`config.mk`:
```
export PLATFORM = sky130hd
export DESIGN_NAME = ifetch_cache
export DESIGN_NICKNAME = d
export VERILOG_FILES = /design/src/rtl/ifc_pkg.sv /design/src/rtl/ifc_ctl_bits.sv /design/src/rtl/ifc_lru.sv /design/src/rtl/ifc_line_store.sv /design/src/rtl/ifetch_cache.sv
export SDC_FILE = /design/constraint.sdc
export NUM_CORES = 1
export LEC_CHECK = 0
export ABC_AREA = 1
export BUFFER_PORTS_ARGS = -buffer_cell sky130_fd_sc_hd__buf_2
export CAP_MARGIN = 20
export CELL_PAD_IN_SITES_DETAIL_PLACEMENT = 1
export CELL_PAD_IN_SITES_GLOBAL_PLACEMENT = 1
export CORE_MARGIN = 1
export CORE_UTILIZATION = 35
export CTS_CLUSTER_DIAMETER = 80
export CTS_CLUSTER_SIZE = 16
export DETAILED_ROUTE_END_ITERATION = 8
export GPL_ROUTABILITY_DRIVEN = 0
export HOLD_SLACK_MARGIN = 0.02
export PLACE_DENSITY = 0.57
export SLEW_MARGIN = 20
export SYNTH_ARGS = -nofsm -noshare
export SYNTH_HDL_FRONTEND = slang
export SYNTH_SLANG_ARGS = --single-unit
```
`constraint.sdc`:
```
create_clock -name clk -period 4.57 [get_ports clk]
set_clock_uncertainty 0.1 [all_clocks]
set_input_delay 0.457 -clock clk [delete_from_list [all_inputs] [get_ports clk]]
set_output_delay 0.457 -clock clk [all_outputs]
set_load 0.01 [all_outputs]
```
`src/rtl/ifc_pkg.sv`:
```
package ifc_pkg;
  typedef enum logic [1:0] {
    ST_IDLE   = 2'd0,
    ST_FILL   = 2'd1,
    ST_SINGLE = 2'd2
  } fill_state_e;

  localparam int STAT_EN_BIT  = 0;
  localparam int STAT_FRZ_BIT = 1;
  localparam int STAT_CLR_BIT = 2;
  localparam int STAT_W       = 3;
endpackage

```
`src/rtl/ifc_ctl_bits.sv`:
```
module ifc_ctl_bits
  import ifc_pkg::*;
(
  input  logic              clk,
  input  logic              rst_n,
  input  logic              we,
  input  logic              wd_en,
  input  logic              wd_frz,
  input  logic              wd_clr,
  output logic              cfg_en,
  output logic              cfg_frz,
  output logic              clr_now,
  output logic [STAT_W-1:0] status
);
  logic en_q, frz_q;

  always_ff @(posedge clk) begin
    if (!rst_n) begin
      en_q  <= 1'b0;
      frz_q <= 1'b0;
    end else if (we) begin
      en_q  <= wd_en;
      frz_q <= wd_frz;
    end
  end

  // the clear bit is never stored: it acts in the cycle it is written
  assign clr_now = we && wd_clr;
  assign cfg_en  = en_q;
  assign cfg_frz = frz_q;

  always_comb begin
    status               = '0;
    status[STAT_EN_BIT]  = en_q;
    status[STAT_FRZ_BIT] = frz_q;
    status[STAT_CLR_BIT] = 1'b0;
  end

  AST_CTL_LOAD: assert property (@(posedge clk) disable iff (!rst_n)
    we |=> (cfg_en == $past(wd_en) && cfg_frz == $past(wd_frz)))
    else $error("control bits did not load");
endmodule

```
`src/rtl/ifc_lru.sv`:
```
module ifc_lru #(
  parameter int LINES = 4,
  localparam int IDXW = $clog2(LINES)
) (
  input  logic                       clk,
  input  logic                       rst_n,
  input  logic                       touch,
  input  logic [IDXW-1:0]            touch_idx,
  output logic [IDXW-1:0]            victim,
  output logic [LINES-1:0][IDXW-1:0] stack_o
);
  typedef logic [LINES-1:0][IDXW-1:0] stack_t;

  stack_t stk_q;

  // move idx to slot 0 and shift the entries above its old slot down by one
  function automatic stack_t promote(stack_t s, logic [IDXW-1:0] idx);
    stack_t r;
    logic   seen;
    seen = 1'b0;
    r    = s;
    r[0] = idx;
    for (int k = 1; k < LINES; k++) begin
      if (s[k-1] == idx) seen = 1'b1;
      r[k] = seen ? s[k] : s[k-1];
    end
    return r;
  endfunction

  always_ff @(posedge clk) begin
    if (!rst_n) begin
      for (int k = 0; k < LINES; k++) stk_q[k] <= IDXW'(k);
    end else if (touch) begin
      stk_q <= promote(stk_q, touch_idx);
    end
  end

  assign victim  = stk_q[LINES-1];
  assign stack_o = stk_q;

  AST_TOUCHED_NOT_VICTIM: assert property (@(posedge clk) disable iff (!rst_n)
    touch |=> (victim != $past(touch_idx)))
    else $error("just-used line became the victim");
endmodule

```
`src/rtl/ifc_line_store.sv`:
```
module ifc_line_store #(
  parameter int LINES = 4,
  parameter int WPL   = 4,
  parameter int DW    = 32,
  parameter int TAGW  = 14,
  localparam int IDXW = $clog2(LINES),
  localparam int OFFW = $clog2(WPL)
) (
  input  logic             clk,
  input  logic             rst_n,
  input  logic [TAGW-1:0]  look_tag,
  input  logic [OFFW-1:0]  look_off,
  output logic             hit_any,
  output logic [IDXW-1:0]  hit_idx,
  output logic [DW-1:0]    rd_word,
  input  logic             wr_en,
  input  logic [IDXW-1:0]  wr_idx,
  input  logic [OFFW-1:0]  wr_off,
  input  logic [DW-1:0]    wr_data,
  input  logic             drop_en,
  input  logic [IDXW-1:0]  drop_idx,
  input  logic             set_en,
  input  logic [IDXW-1:0]  set_idx,
  input  logic [TAGW-1:0]  set_tag,
  input  logic             clear_all,
  output logic [LINES-1:0] valid_o
);
  logic [LINES-1:0]           valid_q;
  logic [TAGW-1:0]            tag_q  [LINES];
  logic [WPL-1:0][DW-1:0]     data_q [LINES];
  logic [LINES-1:0]           hit_vec;

  for (genvar g = 0; g < LINES; g++) begin : g_cmp
    assign hit_vec[g] = valid_q[g] && (tag_q[g] == look_tag);
  end

  always_comb begin
    hit_idx = '0;
    for (int i = 0; i < LINES; i++) begin
      if (hit_vec[i]) hit_idx = IDXW'(i);
    end
  end

  assign hit_any = |hit_vec;
  assign rd_word = data_q[hit_idx][look_off];
  assign valid_o = valid_q;

  always_ff @(posedge clk) begin
    if (!rst_n) begin
      valid_q <= '0;
      for (int i = 0; i < LINES; i++) tag_q[i] <= '0;
    end else if (clear_all) begin
      valid_q <= '0;
    end else begin
      if (drop_en) valid_q[drop_idx] <= 1'b0;
      if (set_en) begin
        valid_q[set_idx] <= 1'b1;
        tag_q[set_idx]   <= set_tag;
      end
    end
  end

  always_ff @(posedge clk) begin
    if (wr_en) data_q[wr_idx][wr_off] <= wr_data;
  end

  AST_HIT_ONEHOT: assert property (@(posedge clk) disable iff (!rst_n)
    $onehot0(hit_vec))
    else $error("tag present in two lines");

  AST_CLEAR_EMPTIES: assert property (@(posedge clk) disable iff (!rst_n)
    clear_all |=> (valid_q == '0))
    else $error("clear left a valid line");
endmodule

```
`src/rtl/ifetch_cache.sv`:
```
module ifetch_cache
  import ifc_pkg::*;
#(
  parameter int AW    = 16,
  parameter int DW    = 32,
  parameter int LINES = 4,
  parameter int WPL   = 4
) (
  input  logic              clk,
  input  logic              rst_n,
  input  logic              ctl_we,
  input  logic              ctl_en,
  input  logic              ctl_frz,
  input  logic              ctl_clr,
  output logic [STAT_W-1:0] ctl_status,
  input  logic              fetch_req,
  input  logic [AW-1:0]     fetch_addr,
  output logic              fetch_ready,
  output logic              fetch_valid,
  output logic              fetch_hit,
  output logic [DW-1:0]     fetch_data,
  output logic              mem_req,
  output logic [AW-1:0]     mem_addr,
  input  logic              mem_valid,
  input  logic [DW-1:0]     mem_data
);
  localparam int OFFW = $clog2(WPL);
  localparam int IDXW = $clog2(LINES);
  localparam int TAGW = AW - OFFW;

  function automatic logic [TAGW-1:0] tag_of(logic [AW-1:0] a);
    return a[AW-1:OFFW];
  endfunction

  function automatic logic [OFFW-1:0] off_of(logic [AW-1:0] a);
    return a[OFFW-1:0];
  endfunction

  function automatic logic [AW-1:0] beat_addr(logic [TAGW-1:0] t, logic [OFFW-1:0] b);
    return {t, b};
  endfunction

  // control bits
  logic cfg_en, cfg_frz, clr_now;

  ifc_ctl_bits u_ctl (
    .clk     (clk),
    .rst_n   (rst_n),
    .we      (ctl_we),
    .wd_en   (ctl_en),
    .wd_frz  (ctl_frz),
    .wd_clr  (ctl_clr),
    .cfg_en  (cfg_en),
    .cfg_frz (cfg_frz),
    .clr_now (clr_now),
    .status  (ctl_status)
  );

  // sequencer state
  fill_state_e     state_q;
  logic [AW-1:0]   req_addr_q;
  logic [IDXW-1:0] victim_q;
  logic [OFFW-1:0] beat_q;
  logic            killed_q;
  logic            delivered_q;
  logic            rsp_valid_q, rsp_hit_q;
  logic [DW-1:0]   rsp_data_q;

  // lookup and replacement
  logic                       hit_any;
  logic [IDXW-1:0]            hit_idx;
  logic [DW-1:0]              hit_word;
  logic [LINES-1:0]           line_valid;
  logic [LINES-1:0][IDXW-1:0] lru_stack;
  logic [IDXW-1:0]            lru_victim;

  // named internal events
  logic            accept, hit_now, fill_start, single_start;
  logic            fill_beat, word_match, beat_last, killed_next;
  logic            fill_done, commit, fill_wr, lru_touch;
  logic [IDXW-1:0] lru_idx;

  assign accept       = fetch_req && (state_q == ST_IDLE);
  assign hit_now      = accept && cfg_en && hit_any;
  assign fill_start   = accept && cfg_en && !cfg_frz && !hit_any;
  assign single_start = accept && !hit_now && !fill_start;

  assign fill_beat   = (state_q == ST_FILL) && mem_valid;
  assign word_match  = (beat_q == off_of(req_addr_q));
  assign beat_last   = (beat_q == OFFW'(WPL - 1));
  assign killed_next = killed_q || clr_now;
  assign fill_done   = fill_beat && (beat_last || (killed_next && (delivered_q || word_match)));
  assign commit      = fill_beat && beat_last && !killed_next && cfg_en && !cfg_frz;
  assign fill_wr     = fill_beat && !killed_next;
  assign lru_touch   = (hit_now && !cfg_frz) || commit;
  assign lru_idx     = hit_now ? hit_idx : victim_q;

  ifc_line_store #(
    .LINES (LINES),
    .WPL   (WPL),
    .DW    (DW),
    .TAGW  (TAGW)
  ) u_store (
    .clk       (clk),
    .rst_n     (rst_n),
    .look_tag  (tag_of(fetch_addr)),
    .look_off  (off_of(fetch_addr)),
    .hit_any   (hit_any),
    .hit_idx   (hit_idx),
    .rd_word   (hit_word),
    .wr_en     (fill_wr),
    .wr_idx    (victim_q),
    .wr_off    (beat_q),
    .wr_data   (mem_data),
    .drop_en   (fill_start),
    .drop_idx  (lru_victim),
    .set_en    (commit),
    .set_idx   (victim_q),
    .set_tag   (tag_of(req_addr_q)),
    .clear_all (clr_now),
    .valid_o   (line_valid)
  );

  ifc_lru #(
    .LINES (LINES)
  ) u_lru (
    .clk       (clk),
    .rst_n     (rst_n),
    .touch     (lru_touch),
    .touch_idx (lru_idx),
    .victim    (lru_victim),
    .stack_o   (lru_stack)
  );

  always_ff @(posedge clk) begin
    if (!rst_n) begin
      state_q     <= ST_IDLE;
      req_addr_q  <= '0;
      victim_q    <= '0;
      beat_q      <= '0;
      killed_q    <= 1'b0;
      delivered_q <= 1'b0;
      rsp_valid_q <= 1'b0;
      rsp_hit_q   <= 1'b0;
      rsp_data_q  <= '0;
    end else begin
      rsp_valid_q <= 1'b0;
      rsp_hit_q   <= 1'b0;
      unique case (state_q)
        ST_IDLE: begin
          if (fill_start) begin
            state_q     <= ST_FILL;
            req_addr_q  <= fetch_addr;
            victim_q    <= lru_victim;
            beat_q      <= '0;
            killed_q    <= clr_now;
            delivered_q <= 1'b0;
          end else if (single_start) begin
            state_q    <= ST_SINGLE;
            req_addr_q <= fetch_addr;
          end else if (hit_now) begin
            rsp_valid_q <= 1'b1;
            rsp_hit_q   <= 1'b1;
            rsp_data_q  <= hit_word;
          end
        end
        ST_FILL: begin
          if (clr_now) killed_q <= 1'b1;
          if (fill_beat) begin
            beat_q <= beat_q + OFFW'(1);
            if (word_match) begin
              rsp_valid_q <= 1'b1;
              rsp_data_q  <= mem_data;
              delivered_q <= 1'b1;
            end
            if (fill_done) state_q <= ST_IDLE;
          end
        end
        ST_SINGLE: begin
          if (mem_valid) begin
            rsp_valid_q <= 1'b1;
            rsp_data_q  <= mem_data;
            state_q     <= ST_IDLE;
          end
        end
        default: state_q <= ST_IDLE;
      endcase
    end
  end

  assign fetch_ready = (state_q == ST_IDLE);
  assign fetch_valid = rsp_valid_q;
  assign fetch_hit   = rsp_hit_q;
  assign fetch_data  = rsp_data_q;
  assign mem_req     = (state_q != ST_IDLE);
  assign mem_addr    = (state_q == ST_FILL) ? beat_addr(tag_of(req_addr_q), beat_q) : req_addr_q;

  AST_DISABLED_BYPASS: assert property (@(posedge clk) disable iff (!rst_n)
    (accept && !cfg_en) |=> (state_q == ST_SINGLE && !fetch_hit))
    else $error("disabled cache did not bypass");

  AST_FILL_ASCENDING: assert property (@(posedge clk) disable iff (!rst_n)
    (fill_beat && !fill_done) |=> (mem_addr == $past(mem_addr) + AW'(1)))
    else $error("fill beats out of order");

  AST_HIT_NEXT: assert property (@(posedge clk) disable iff (!rst_n)
    hit_now |=> (fetch_valid && fetch_hit))
    else $error("hit not answered next cycle");

  AST_FROZEN_NO_ALLOC: assert property (@(posedge clk) disable iff (!rst_n)
    (cfg_frz && !clr_now) |=> $stable(line_valid))
    else $error("frozen cache changed its valid bits");

  AST_FROZEN_KEEPS_LRU: assert property (@(posedge clk) disable iff (!rst_n)
    cfg_frz |=> $stable(lru_stack))
    else $error("frozen cache reordered LRU");

  AST_KILLED_FILL_NO_LINE: assert property (@(posedge clk) disable iff (!rst_n)
    (state_q == ST_FILL && killed_q) |=> (line_valid == '0))
    else $error("aborted fill validated a line");
endmodule

```
==> results.md <==
* Outcome: completed
* Netlist cell types at 33
* Fmax at between 200 and 300 MHz
* Per-cell routed wire length at 23.43 um
* Reg clk slew, reported paths at 0.08 ns
* Drt drc at 0
* Leakage dissipation at 0.01098 uW
* Total die area at just under 80000 um2
* Post-Synth Simple-Gate Area at 15.09%
* Root Buffer: clkbuf_16
* Commonest non-fill, non-tap cell in the layout: edfxtp_1
* CTS sink cnt at 640
* Via Count at 18340
* First-pass GRT wire length at 121600 um
* Cts bufs inserted at 48
* Routed WL at 81600 um
* Antenna viol nets, final at 0
* Post-synthesis adder-cell area fraction at 0.3756%
* Maximum VDD drop at 0.4756 mV
* Largest net degree at the start of global routing at between 100 and 150
* Commonest cells after routing, fill and taps aside: edfxtp_1 (568), nand2_1 (479), nor2_1 (235)
* Number of gates resized after cts at 0
* Layout cell share with drive strength beyond 1 at approximately a tenth
* CTS max path bufs at 3
* Syn Inst Count at 2410
* Post-synthesis mux area share at 0%
* Post-Syn Area at 26650 um2
* Number of max-cap violations at 0
* Final hold violations at 0
* Worst Path Arrival at 3.59 ns
* Post-synthesis compound-gate area fraction at 9.159%
* Fin area at 29860 um2
* WS Path Type: reg2reg
* Vias in the first global route at 18910
* Area of the core at 74950 um2
* First drt pass iteration count at 5
* Post-DP Area at 28340 um2
* Ports at 111
* Vias per std cell at 5.265
* Post-synth EDFFs at 568
* Worst slack at placement at 1.080 ns
* DP HPWL at 45580 um
* Initial antenna violation count at 6
* Worst-path maximum fanout at 16
* Iter 0 DRT Violations at 1347
* Crit start category: register
* Largest family of logic cells by synthesized area: simple AND/OR/NAND/NOR gates
* Starting density of the core at 35.56%
* Fraction of registers with async set/reset at 0%
* Area grow syn2layout at 12.02%
* Chip width at 278.0 um
* Total gr overflow at 0
* Synth warnings at 0
* H-tree levels at 2
* Final setup vio count at 0
* PD cells at between 400 and 500 nW/um2
* CP Data Required Time at ~4.7 ns
* Height of the chip at 278.0 um
* Yosys reg bits at between 600 and 700
* Setup TNS at 0 ns
* Site row count at 100
* Worst Tran Pin Value at 1.156 ns
* Main synth FF type: edfxtp_1
* Avg Cell Area, Syn at ~11 um2
* Setup repair bufs after CTS at 0
* Clock latency on the worst-skew pair at 0.63 ns
* Unrepaired setup endpoints after global routing: false
* Fraction of the cycle the final worst path needs at 75.17%
* Post-Synth XOR/XNOR Area at 0.2300%
* Crit path time final at 3.435 ns
* Setup slack after layout at around 1.1 ns
* Nets@finish at 2538
* CP endpoint kind: register
* Max Slew Vio Count at 0
* Gr usage total at 20.91%
* CTS tree: done
* Slew headroom at 22.83%
* Net Count, Synth at 2474
* Sequential fraction of the synthesis area at 69.40%
* PortBufs at 109
* Worst Hold Class: in2reg
* Hold_buf cts at 1
## worst paths after layout
path,endpoint,startpoint,slack [ns],cells past startpoint
hold reg to reg,delivered_q,delivered_q,0.36,2
hold / removal,u_ctl.cfg_en,ctl_en,0.07,3
setup / recovery,u_store.tag_q[1][6],state_q[1],1.13,11
setup reg to reg,u_store.tag_q[1][6],state_q[1],1.13,11
## logic make-up after synthesis
logic type                 after synthesis
AOI/OAI and AO/OA                      432
xor gates and xnor gates                 7
adders and majority gates                8
buffers and inverters                  358
DFF                                    640
other                                    1
and+or+nand+nor                        964
## state kept, by name, indices dropped and copies added, names as in the netlist
name	count
beat_q	2
delivered_q	1
fetch_data	32
fetch_hit	1
fetch_valid	1
killed_q	1
req_addr_q	16
state_q	2
u_ctl.cfg_en	1
u_ctl.cfg_frz	1
u_lru.stack_o	6
u_lru.victim	2
u_store.data_q	512
u_store.tag_q	56
u_store.valid_o	4
victim_q	2
## through the flow
step | utilization, % | std cells | power (uW) | hold slack, ns
final | 39.84 | 3483 | 13020 | 0.06508
after detailed placement | 37.81 | 3392 | 8828 | 0.3585
after global placement | 37.81 | 3392 | 8789 | 0.3496
after CTS | 39.83 | 3482 | 13140 | 0.02943
after floorplan | - | 2410 | 7855 | 0.3310
after global routing | 39.83 | 3482 | 13510 | 0.06967
## synth_stat cells (4+ instances only)
cell type / instances / share of area, %
nand3b_1: 34 / 0.96
buf_1: 8 / 0.11
buf_2: 44 / 0.83
o211ai_1: 34 / 0.96
inv_1: 197 / 2.8
o22ai_1: 128 / 3.0
nor2_1: 252 / 3.5
a21oi_1: 94 / 1.8
nor3_1: 6 / 0.11
clkbuf_1: 64 / 0.90
nand2_1: 480 / 6.8
edfxtp_1: 568 / 64
nand4_1: 4 / 0.094
o21ai_0: 167 / 3.1
buf_4: 34 / 0.96
nand3_1: 178 / 3.3
xnor2_1: 7 / 0.23
dfxtp_1: 72 / 5.4
nand2_2: 5 / 0.12
inv_2: 9 / 0.13
ha_1: 8 / 0.38
## layer usage
metal	vias up	track usage, %	wire length [um]
met2	357	34.74	38510
met5	-	0	13
met4	2	5.043	1622
met1	9408	29.10	38010
met3	90	2.527	3438
li1	8481	-	-
## worst max-delay path: stages (launching register included)
cell	delay [ns]
dfxtp_1	0.35
inv_1	0.09
ha_1	0.33
nand2_1	0.09
nor3_1	0.41
nand2_1	0.36
nor3_1	0.23
inv_1	0.11
nor2_1	0.21
nand2_1	0.08
buf_4	0.20
nand2_1	0.51
## where the power goes
| group | switching, uW | internal [uW] | leakage [uW] |
|---|---|---|---|
| Combinational | 1470 | 511 | 0.00449 |
| Clock | 2150 | 2180 | 0.000721 |
| Sequential | 144 | 6580 | 0.00577 |
## layout make-up
type / instances / area (um2)
Clock inverter: 10 / 145.1
Tap cell: 969 / 1212
Timing Repair Buffer: 165 / 1094
Clock buffer: 79 / 1359
Fill cell: 8156 / 45090
Inverter: 207 / 787.0
Sequential cell: 640 / 18500
Antenna cell: 1 / 2.502
Multi-Input combinational cell: 1412 / 6760
Note: power is estimated with default switching activity, not from simulation.
